## src/rtl/usbh_chan_pkg.sv

```systemverilog
package usbh_chan_pkg;

    typedef enum logic [1:0] {
        ST_IDLE    = 2'd0,
        ST_ACTIVE  = 2'd1,
        ST_HALTING = 2'd2,
        ST_HALTED  = 2'd3
    } ch_state_e;

    localparam logic [1:0] REG_CTRL = 2'd0;
    localparam logic [1:0] REG_SIZE = 2'd1;
    localparam logic [1:0] REG_FLAG = 2'd2;
    localparam logic [1:0] REG_MASK = 2'd3;

    localparam int NCAUSE    = 2;
    localparam int CAUSE_HLT = 0;
    localparam int CAUSE_DON = 1;

    typedef struct packed {
        logic       low_spd;
        logic [1:0] ep_type;
        logic       dir_in;
    } ch_char_t;

    typedef struct packed {
        logic start;
        logic halt;
        logic flush;
    } ch_cmd_t;

    function automatic ch_cmd_t decode_cmd(input logic wr, input logic en,
                                           input logic dis, input ch_state_e st,
                                           input logic pkt_nz, input logic q_full);
        ch_cmd_t c;
        c.start = wr && en && !dis && st == ST_IDLE && pkt_nz;
        c.halt  = wr && en && dis && st == ST_ACTIVE && !q_full;
        c.flush = wr && !en && dis && st == ST_ACTIVE;
        return c;
    endfunction

endpackage

```

## src/rtl/hc_req_queue.sv

```systemverilog
module hc_req_queue #(
    parameter int DEPTH   = 4,
    parameter int TAG_W   = 3,
    parameter int OWN_TAG = 2
) (
    input  logic                       clk,
    input  logic                       rst,
    input  logic                       push,
    input  logic [TAG_W-1:0]           push_tag,
    input  logic                       pop,
    input  logic                       flush_own,
    output logic                       head_valid,
    output logic [TAG_W-1:0]           head_tag,
    output logic [$clog2(DEPTH+1)-1:0] level,
    output logic                       full,
    output logic [$clog2(DEPTH+1)-1:0] own_cnt
);
    localparam int LVL_W = $clog2(DEPTH+1);
    localparam int IDX_W = (DEPTH > 1) ? $clog2(DEPTH) : 1;

    logic [TAG_W-1:0] slot_q [DEPTH];
    logic [TAG_W-1:0] shifted [DEPTH];
    logic [TAG_W-1:0] packed_d [DEPTH];
    logic [LVL_W-1:0] lvl_q, n_pop, k;

    always_comb begin
        n_pop = lvl_q;
        for (int i = 0; i < DEPTH; i++) shifted[i] = slot_q[i];
        if (pop && lvl_q != '0) begin
            for (int i = 0; i < DEPTH - 1; i++) shifted[i] = slot_q[i+1];
            shifted[DEPTH-1] = '0;
            n_pop = lvl_q - 1'b1;
        end
        for (int i = 0; i < DEPTH; i++) packed_d[i] = '0;
        k = '0;
        for (int i = 0; i < DEPTH; i++) begin
            if (LVL_W'(i) < n_pop &&
                !(flush_own && shifted[i] == TAG_W'(OWN_TAG))) begin
                packed_d[IDX_W'(k)] = shifted[i];
                k = k + 1'b1;
            end
        end
        if (push && k < LVL_W'(DEPTH)) begin
            packed_d[IDX_W'(k)] = push_tag;
            k = k + 1'b1;
        end
    end

    always_ff @(posedge clk) begin
        if (rst) begin
            lvl_q <= '0;
            for (int i = 0; i < DEPTH; i++) slot_q[i] <= '0;
        end else begin
            lvl_q <= k;
            for (int i = 0; i < DEPTH; i++) slot_q[i] <= packed_d[i];
        end
    end

    always_comb begin
        own_cnt = '0;
        for (int i = 0; i < DEPTH; i++)
            if (LVL_W'(i) < lvl_q && slot_q[i] == TAG_W'(OWN_TAG))
                own_cnt = own_cnt + 1'b1;
    end

    assign level      = lvl_q;
    assign full       = (lvl_q == LVL_W'(DEPTH));
    assign head_valid = (lvl_q != '0);
    assign head_tag   = slot_q[0];
endmodule

```

## src/rtl/hc_xfer_ctr.sv

```systemverilog
module hc_xfer_ctr #(
    parameter int BYTE_W = 19,
    parameter int PKT_W  = 10,
    parameter int LEN_W  = 11,
    parameter int LVL_W  = 3
) (
    input  logic              clk,
    input  logic              rst,
    input  logic              load,
    input  logic [BYTE_W-1:0] load_bytes,
    input  logic [PKT_W-1:0]  load_pkts,
    input  logic              load_pid,
    input  logic              own_pop,
    input  logic              xact_done,
    input  logic              xact_ok,
    input  logic [LEN_W-1:0]  xact_len,
    input  logic [LVL_W-1:0]  own_cnt,
    output logic [BYTE_W-1:0] bytes,
    output logic [PKT_W-1:0]  pkts,
    output logic              pid,
    output logic              inflight,
    output logic              want_post,
    output logic              last_done,
    output logic              fin
);
    logic [BYTE_W-1:0] bytes_q;
    logic [PKT_W-1:0]  pkts_q;
    logic              pid_q, infl_q, good;
    logic [BYTE_W-1:0] len_ext;

    assign len_ext   = BYTE_W'(xact_len);
    assign fin       = xact_done && infl_q;
    assign good      = fin && xact_ok;
    assign last_done = good && pkts_q == PKT_W'(1);
    assign want_post = (PKT_W'(own_cnt) + PKT_W'(infl_q)) < pkts_q;

    always_ff @(posedge clk) begin
        if (rst) begin
            bytes_q <= '0;
            pkts_q  <= '0;
            pid_q   <= 1'b0;
            infl_q  <= 1'b0;
        end else begin
            if (load) begin
                bytes_q <= load_bytes;
                pkts_q  <= load_pkts;
                pid_q   <= load_pid;
            end else if (good) begin
                bytes_q <= (bytes_q > len_ext) ? bytes_q - len_ext : '0;
                pkts_q  <= pkts_q - 1'b1;
                pid_q   <= ~pid_q;
            end
            if (own_pop)  infl_q <= 1'b1;
            else if (fin) infl_q <= 1'b0;
        end
    end

    assign bytes    = bytes_q;
    assign pkts     = pkts_q;
    assign pid      = pid_q;
    assign inflight = infl_q;
endmodule

```

## src/rtl/hc_chan_fsm.sv

```systemverilog
module hc_chan_fsm
    import usbh_chan_pkg::*;
(
    input  logic      clk,
    input  logic      rst,
    input  ch_cmd_t   cmd,
    input  logic      last_done,
    input  logic      inflight,
    input  logic      fin,
    input  logic      clr_halted,
    output ch_state_e state,
    output logic      set_halted
);
    ch_state_e st_q, st_d;

    always_comb begin
        st_d = st_q;
        unique case (st_q)
            ST_IDLE:    if (cmd.start) st_d = ST_ACTIVE;
            ST_ACTIVE:  if (last_done) st_d = ST_HALTED;
                        else if (cmd.halt) st_d = ST_HALTING;
            ST_HALTING: if (!inflight || fin) st_d = ST_HALTED;
            ST_HALTED:  if (clr_halted) st_d = ST_IDLE;
            default:    st_d = ST_IDLE;
        endcase
    end

    always_ff @(posedge clk) begin
        if (rst) st_q <= ST_IDLE;
        else     st_q <= st_d;
    end

    assign state      = st_q;
    assign set_halted = (st_d == ST_HALTED) && (st_q != ST_HALTED);
endmodule

```

## src/rtl/hc_irq_mask.sv

```systemverilog
module hc_irq_mask #(
    parameter int N = 2
) (
    input  logic [N-1:0] flags,
    input  logic [N-1:0] cause_en,
    input  logic         chan_en,
    input  logic         glob_en,
    output logic         irq
);
    logic [N-1:0] hit;
    for (genvar g = 0; g < N; g++) begin : g_cause
        assign hit[g] = flags[g] & cause_en[g];
    end
    assign irq = glob_en & chan_en & (|hit);
endmodule

```

## src/rtl/usbh_chan_ctrl.sv

```systemverilog
module usbh_chan_ctrl
    import usbh_chan_pkg::*;
#(
    parameter int CHAN_ID = 2,
    parameter int TAG_W   = 3,
    parameter int QDEPTH  = 4,
    parameter int BYTE_W  = 19,
    parameter int PKT_W   = 10,
    parameter int LEN_W   = 11
) (
    input  logic                        clk,
    input  logic                        rst,
    input  logic                        wr_en,
    input  logic [1:0]                  wr_addr,
    input  logic [31:0]                 wr_data,
    input  logic [1:0]                  rd_addr,
    output logic [31:0]                 rd_data,
    input  logic                        ext_push,
    input  logic [TAG_W-1:0]            ext_tag,
    input  logic                        q_pop,
    output logic                        q_head_valid,
    output logic [TAG_W-1:0]            q_head_tag,
    output logic [$clog2(QDEPTH+1)-1:0] q_level,
    input  logic                        xact_done,
    input  logic                        xact_ok,
    input  logic [LEN_W-1:0]            xact_len,
    output logic                        irq
);
    localparam int LVL_W   = $clog2(QDEPTH+1);
    localparam int PKT_LSB = BYTE_W;
    localparam int PID_BIT = BYTE_W + PKT_W;

    ch_state_e         state;
    ch_cmd_t           cmd;
    ch_char_t          char_q;
    logic [NCAUSE-1:0] flags_q, cause_msk_q;
    logic              chan_msk_q, glob_msk_q;
    logic              wr_ctrl, wr_size, wr_flag, wr_mask;
    logic              q_full, own_post, q_push, own_pop, flush_now;
    logic [TAG_W-1:0]  push_tag;
    logic [LVL_W-1:0]  own_cnt;
    logic [BYTE_W-1:0] bytes;
    logic [PKT_W-1:0]  pkts;
    logic              pid, inflight, want_post, last_done, fin, set_halted;
    logic              clr_halted;

    assign wr_ctrl = wr_en && wr_addr == REG_CTRL;
    assign wr_size = wr_en && wr_addr == REG_SIZE;
    assign wr_flag = wr_en && wr_addr == REG_FLAG;
    assign wr_mask = wr_en && wr_addr == REG_MASK;

    assign cmd = decode_cmd(wr_ctrl, wr_data[0], wr_data[1], state,
                            pkts != '0, q_full);
    assign flush_now  = cmd.halt || cmd.flush;
    assign clr_halted = wr_flag && wr_data[CAUSE_HLT];

    assign own_post = state == ST_ACTIVE && !flush_now && !ext_push &&
                      want_post && !q_full;
    assign q_push   = ext_push || own_post;
    assign push_tag = ext_push ? ext_tag : TAG_W'(CHAN_ID);
    assign own_pop  = q_pop && q_head_valid && q_head_tag == TAG_W'(CHAN_ID);

    hc_req_queue #(.DEPTH(QDEPTH), .TAG_W(TAG_W), .OWN_TAG(CHAN_ID)) u_queue (
        .clk(clk), .rst(rst), .push(q_push), .push_tag(push_tag), .pop(q_pop),
        .flush_own(flush_now), .head_valid(q_head_valid), .head_tag(q_head_tag),
        .level(q_level), .full(q_full), .own_cnt(own_cnt)
    );

    hc_xfer_ctr #(.BYTE_W(BYTE_W), .PKT_W(PKT_W), .LEN_W(LEN_W), .LVL_W(LVL_W)) u_xfer (
        .clk(clk), .rst(rst), .load(wr_size && state == ST_IDLE),
        .load_bytes(wr_data[BYTE_W-1:0]), .load_pkts(wr_data[PKT_LSB +: PKT_W]),
        .load_pid(wr_data[PID_BIT]), .own_pop(own_pop), .xact_done(xact_done),
        .xact_ok(xact_ok), .xact_len(xact_len), .own_cnt(own_cnt), .bytes(bytes),
        .pkts(pkts), .pid(pid), .inflight(inflight), .want_post(want_post),
        .last_done(last_done), .fin(fin)
    );

    hc_chan_fsm u_fsm (
        .clk(clk), .rst(rst), .cmd(cmd), .last_done(last_done),
        .inflight(inflight), .fin(fin), .clr_halted(clr_halted),
        .state(state), .set_halted(set_halted)
    );

    hc_irq_mask #(.N(NCAUSE)) u_irq (
        .flags(flags_q), .cause_en(cause_msk_q), .chan_en(chan_msk_q),
        .glob_en(glob_msk_q), .irq(irq)
    );

    always_ff @(posedge clk) begin
        if (rst) begin
            char_q      <= '0;
            flags_q     <= '0;
            cause_msk_q <= '0;
            chan_msk_q  <= 1'b0;
            glob_msk_q  <= 1'b0;
        end else begin
            if (wr_ctrl && state == ST_IDLE) char_q <= ch_char_t'(wr_data[5:2]);
            if (wr_mask) begin
                cause_msk_q <= wr_data[NCAUSE-1:0];
                chan_msk_q  <= wr_data[8];
                glob_msk_q  <= wr_data[9];
            end
            for (int i = 0; i < NCAUSE; i++) begin
                if (wr_flag && wr_data[i]) flags_q[i] <= 1'b0;
            end
            if (set_halted) flags_q[CAUSE_HLT] <= 1'b1;
            if (last_done)  flags_q[CAUSE_DON] <= 1'b1;
        end
    end

    always_comb begin
        rd_data = '0;
        unique case (rd_addr)
            REG_CTRL: begin
                rd_data[5:2] = char_q;
                rd_data[0]   = (state == ST_ACTIVE) || (state == ST_HALTING);
            end
            REG_SIZE: begin
                rd_data[BYTE_W-1:0]      = bytes;
                rd_data[PKT_LSB +: PKT_W] = pkts;
                rd_data[PID_BIT]         = pid;
            end
            REG_FLAG: begin
                rd_data[NCAUSE-1:0] = flags_q;
                rd_data[5:4]        = state;
            end
            default: begin
                rd_data[NCAUSE-1:0] = cause_msk_q;
                rd_data[8]          = chan_msk_q;
                rd_data[9]          = glob_msk_q;
            end
        endcase
    end
endmodule

```

## config.mk

```make
export PLATFORM = sky130hd
export DESIGN_NAME = usbh_chan_ctrl
export DESIGN_NICKNAME = d
export VERILOG_FILES = /design/src/rtl/usbh_chan_pkg.sv /design/src/rtl/hc_req_queue.sv /design/src/rtl/hc_xfer_ctr.sv /design/src/rtl/hc_chan_fsm.sv /design/src/rtl/hc_irq_mask.sv /design/src/rtl/usbh_chan_ctrl.sv
export SDC_FILE = /design/constraint.sdc
export NUM_CORES = 1
export LEC_CHECK = 0
export CAP_MARGIN = 10
export CORE_MARGIN = 2
export CORE_UTILIZATION = 57
export DETAILED_ROUTE_END_ITERATION = 10
export GPL_ROUTABILITY_DRIVEN = 0
export PLACE_DENSITY = 0.92
export SLEW_MARGIN = 5
export SYNTH_ARGS = -nofsm -noshare
export SYNTH_HDL_FRONTEND = slang
export SYNTH_SLANG_ARGS = --single-unit
export TNS_END_PERCENT = 5
```

## constraint.sdc

```tcl
create_clock -name clk -period 11.21 [get_ports clk]
set_input_delay 2.242 -clock clk [delete_from_list [all_inputs] [get_ports clk]]
set_output_delay 2.242 -clock clk [all_outputs]
set_load 0.005 [all_outputs]
```

After elaboration in Yosys (flattened, before gate mapping)

Memory sizes are Yosys's and may differ from the RTL's.
Index checks and enable logic that the tools add are counted.

Bits in registers: 46
Bits in writable memories: 12
Input port bits: 57
Output and inout port bits: 40
Logic and storage cells: 210
Memories: 1

Memory list:

| name           | depth | width | read ports | clocked after Yosys merged registers in | wr ports | line               | RTL |
|---|---|---|---|---|---|---|---|
| u_queue.slot_q | 4     | 3     | 4          | 0                                       | 4        | hc_req_queue.sv:21 | `logic [TAG_W-1:0] slot_q [DEPTH];` |

Add/sub/neg operators: 11
$lt $le $gt $ge: 19
Equality and inequality tests: 20
Mux-type cells: 62
Bitwise operators: 13
Reduce and logical (&&, ||, !) cells: 70

Operators by type and width:

| kind                  | number |
|---|---|
| $mux 12               | 5 |
| $mux 19               | 3 |
| $mux 3                | 18 |
| $bwmux 12             | 4 |
| $logic_and 1x1->1     | 45 |
| $demux 3 s2           | 4 |
| $eq 3x2->1 const B    | 8 |
| $mux 10               | 2 |
| $mux 20               | 1 |
| $gt 19x11->1          | 1 |
| $sub 19x11->19        | 1 |
| $add 3x1->3 const B   | 5 |
| $mux 1                | 13 |
| $eq 2x2->1 const B    | 6 |
| $ge 3x3->1 const B    | 4 |
| $lt 1x3->1 const A    | 4 |
| $lt 2x3->1 const A    | 4 |
| $lt 3x1->1 const B    | 4 |
| $mux 2                | 6 |
| $eq 10x1->1 const B   | 1 |
| $logic_not 1->1       | 10 |
| $lt 10x10->1          | 1 |
| $reduce_bool 10->1    | 1 |
| $sub 10x1->10 const B | 1 |
| other kinds (21)      | 43 |

Longest topological paths before layout

Depth after elaboration: 25
Gate-level depth with buffers: 20
Gate-level depth less buffers: 20

Hierarchy

A second synthesis with hierarchy kept.

Cell total of the unflattened synthesis: 670
Area total of the unflattened synthesis: 5,147.4 um2

By module, submodules not included:

| module         | instances | cells an instance | area each (um2) | sequential area each (um2) |
|---|---|---|---|---|
| hc_xfer_ctr    | 1         | 311               | 2,377.3         | 620.6 |
| hc_req_queue   | 1         | 231               | 1,757.9         | 300.3 |
| usbh_chan_ctrl | 1         | 110               | 872.1           | 200.2 |
| hc_chan_fsm    | 1         | 15                | 125.1           | 40.0 |
| hc_irq_mask    | 1         | 3                 | 15.0            | 0.0 |

Worst setup path before layout

No wires, ideal clock.

Path type: in2out
Start: input port rd_addr[0]
End: output port rd_data[10]
Data arrival time: 3,226 ps
Required time: 8,968 ps
Slack: 5,742 ps
Cell stages on the path: 4
Buffers on the path: 2
Cells stage by stage: clkbuf_1 -> nor2b_1 -> clkbuf_1 -> and2_1

Word-level cells in the longest chain between the ends: 2

Ends and longest elaborated chain:

| element            | line                  | RTL |
|---|---|---|
| start: declaration | usbh_chan_ctrl.sv:16  | `input logic [1:0] rd_addr,` |
| $eq 2x1->1         | usbh_chan_ctrl.sv:113 | `unique case (rd_addr)` |
| $mux 20            | usbh_chan_ctrl.sv:113 |  |
| end: declaration   | usbh_chan_ctrl.sv:17  | `output logic [31:0] rd_data,` |

No other way between the ends.

Final worst setup path

Start: input port rd_addr[0]
End: output port rd_data[1]

Word-level cells in the longest chain between the ends: 2
Elaborated cells between the ends (all ways): 4
Classes of those cells: 2 x eq/ne; 1 x mux; 1 x reduce/logical

Ends and longest elaborated chain:

| element                            | line |
|---|---|
| $eq 2x2->1 (tied with other cells) | usbh_chan_ctrl.sv:113 |
| $pmux 1 s3 *                       | usbh_chan_ctrl.sv:113 |

Every way passes the cells marked *; elsewhere a longest branch is shown, timed or not.

==> impl_metrics.json <==
{
  "status": "finished, final reports clean",
  "wl_per_cell_um": 17.5,
  "layout.nets": 781,
  "power_density_nw_per_um2": 176,
  "end_kind": "output pin",
  "ios": 97,
  "clock_latency_ps": 340,
  "fin_crit_sh": 0.612,
  "path_max_fanout": 12,
  "synth_edf_count": 0,
  "cp_slowest_cell": "clkdlybuf4s50_1",
  "post-route-util": 0.729,
  "whs_path_depth": 2,
  "viasPerCell": 6.42,
  "muxShareOfSynthArea": 0.0526,
  "grt_pass1_wl_um": 22300,
  "initial_utilization": 0.591,
  "totalWireLength_um": 13900,
  "drt_pass1_iterations": 5,
  "cts-htree-levels": 3,
  "dp_slack_ps": 4290,
  "critPathArrivalTime_ps": 4610,
  "drt-initial-drc-count": 312,
  "reg2regPathDepth": 19,
  "synth_top_area_share": 0.238,
  "worst-path-stages": 5,
  "total_leakage_power_nw": 2.35,
  "ys_ff_latch": 58,
  "ff2ff_setup_slack_ps": 6160,
  "synth_async_sr_flop_share": 0,
  "ant_nets": 0,
  "synth_area_sq_um": 4880,
  "die-area_sq_um": 9320,
  "worstMarginPinSlew_ps": 1140,
  "slew-limit-headroom": 0.242,
  "critPathTopFamily": "buffers and inverters",
  "cts_tree": "done",
  "synth.distinct_cells": 84,
  "ys.flop_type": "dfxtp_1",
  "fmax_mhz": 146,
  "synth_compound_area_frac": 0.257,
  "die_width_um": 96.5,
  "synth_top_area_cell": "dfxtp_1",
  "hpwl_um": 10200,
  "vias": 5078,
  "grt_max_degree": 60,
  "synth_top_family_by_area": "compound AO/OA/AOI/OAI gates",
  "yosysWarningCount": 0,
  "post_cts.repair.setup_buffers": 0,
  "cap_violations": 0,
  "fin_ws_ps": 4350,
  "drcViolationCount": 0,
  "port_buffers": 92,
  "synth-simple-area-share": 0.248,
  "layout-drive-gt1-share": 0.0729,
  "fin_tns_setup_ps": 0,
  "die_h_um": 96.5,
  "synth.avg_cell_area_sq_um": 8.07,
  "yosys-top-cells-count": "58 x dfxtp_1, 44 x nor2_1, 41 x nand2_1",
  "grt_setup_unrepaired": "no",
  "synth.most_common_cell": "dfxtp_1",
  "crit_chain": "clkdlybuf4s50_1, nor2b_1, buf_4, a22o_1, clkdlybuf4s50_1",
  "drv_slew": 0,
  "grt_pass1_vias": 4856,
  "synthTopCellsByArea": "dfxtp_1 24%, ha_1 10%, mux2i_1 4.1%",
  "cts_resized": 0,
  "cp_num_buf_inv": 3,
  "cts_sinks": 58,
  "hold_path.class": "reg2reg",
  "area_growth_pct": 23.3,
  "cts_buffers": 9,
  "postSynthCellCount": 605,
  "hold_violations": 0,
  "core_sq_um": 8260,
  "path_clk_slew_ps": 70,
  "n_fill_cell": 610,
  "crit_type": "in2out",
  "synth_xor_area_frac": 0.0449,
  "antenna_found_initial": 0,
  "diodes": 0,
  "clock_path_buffers": 2,
  "hold_buffers": 0,
  "cts-root-buf": "clkbuf_8",
  "synth_adder_area_share": 0.107,
  "total_power_mw": 1.06,
  "holdWs_ps": 501,
  "required_ps": 8970,
  "slowest_delay_ps": 780,
  "track_usage": 0.300,
  "period_needed_ps": 6860,
  "setup_viol": 0,
  "fin_skew_ps": 11.6,
  "ir_drop_mv": 0.105,
  "synth-seq-area-share": 0.238,
  "start_kind": "input port",
  "gr-total-overflow": 0,
  "cp_common_cell": "clkdlybuf4s50_1",
  "num_rows": 33
}
==> sequential cells by signal, summed over array words and instances (netlist names) <==
name	flops
u_xfer.bytes	19
u_xfer.pkts	10
char_q	4
u_queue.slot_q	12
u_xfer.pid	1
u_fsm.state	2
flags_q	2
glob_msk_q	1
cause_msk_q	2
chan_msk_q	1
u_queue.level	3
u_xfer.inflight	1
==> worst min-delay path: stages (launching register included) <==
cell     delay (ps)
dfxtp_1         330
mux2i_1          70
nor2_1           70
==> cells in the final DEF (no fill, tap or decap), drive strengths merged, types with 5 or more instances in the layout <==
| master | Yosys | final |
|---|---|---|
| a211oi | 19 | 19 |
| a21o | 5 | 5 |
| a21oi | 37 | 37 |
| a221oi | 8 | 8 |
| a22oi | 18 | 18 |
| a311oi | 10 | 10 |
| a31oi | 6 | 6 |
| and2 | 32 | 32 |
| and3 | 12 | 12 |
| clkbuf | 23 | 12 |
| clkdlybuf4s50 | 0 | 91 |
| dfxtp | 58 | 58 |
| ha | 40 | 40 |
| inv | 33 | 33 |
| mux2i | 20 | 20 |
| nand2 | 42 | 42 |
| nand2b | 6 | 6 |
| nand3 | 16 | 16 |
| nand4 | 7 | 7 |
| nor2 | 45 | 45 |
| nor2b | 6 | 6 |
| nor3 | 10 | 10 |
| nor4 | 6 | 6 |
| o21a | 7 | 7 |
| o21ai | 34 | 34 |
| or3 | 5 | 5 |
| xnor2 | 11 | 11 |
| xor2 | 14 | 14 |
==> cell families (layout without fill, tap and decap cells) <==
kind of cell | after synthesis | count (layout)
other cells | 1 | 2
compound gates | 180 | 180
xor+xnor | 25 | 25
buf+inv | 63 | 143
simple gates | 213 | 213
mux | 24 | 24
fa+ha+maj | 41 | 41
flops | 58 | 58
==> where the power goes <==
| group | switching, mW | total (mW) | internal [mW] |
|---|---|---|---|
| sequential | 0.0437 | 0.283 | 0.239 |
| clock | 0.0837 | 0.195 | 0.112 |
| combinational | 0.335 | 0.584 | 0.249 |
==> metal layers <==
| layer | part of all wire | global-route usage |
|---|---|---|
| met4 | 0.026 | 0.108 |
| met3 | 0.076 | 0.0652 |
| met5 | 0 | 0 |
| met2 | 0.50 | 0.532 |
| met1 | 0.40 | 0.356 |
==> worst paths after layout <==
kind               startpoint                    to
max                rd_addr[0]            rd_data[1]
min                 char_q[1]             char_q[1]
max reg2reg  u_queue.level[0]  u_queue.slot_q[3][0]
min reg2reg         char_q[1]             char_q[1]
==> stage by stage <==
step                      cell area [sq um]  instances
after floorplan                        4880        606
after global placement                 5820        775
after detailed placement               5820        775
after CTS                              6010        789
after global routing                   6020        791
final                                  6020        791
==> layout make-up <==
class / instances / area (sq um) / share of cell area
Inverter: 33 / 124 / 0.0206
Multi-Input combinational cell: 485 / 3470 / 0.576
Clock buffer: 11 / 151 / 0.0252
Clock inverter: 3 / 40.0 / 0.00665
Tap cell: 105 / 131 / 0.0218
Timing Repair Buffer: 96 / 943 / 0.157
Sequential cell: 58 / 1160 / 0.193
Note: power is estimated with default switching activity, not from simulation.
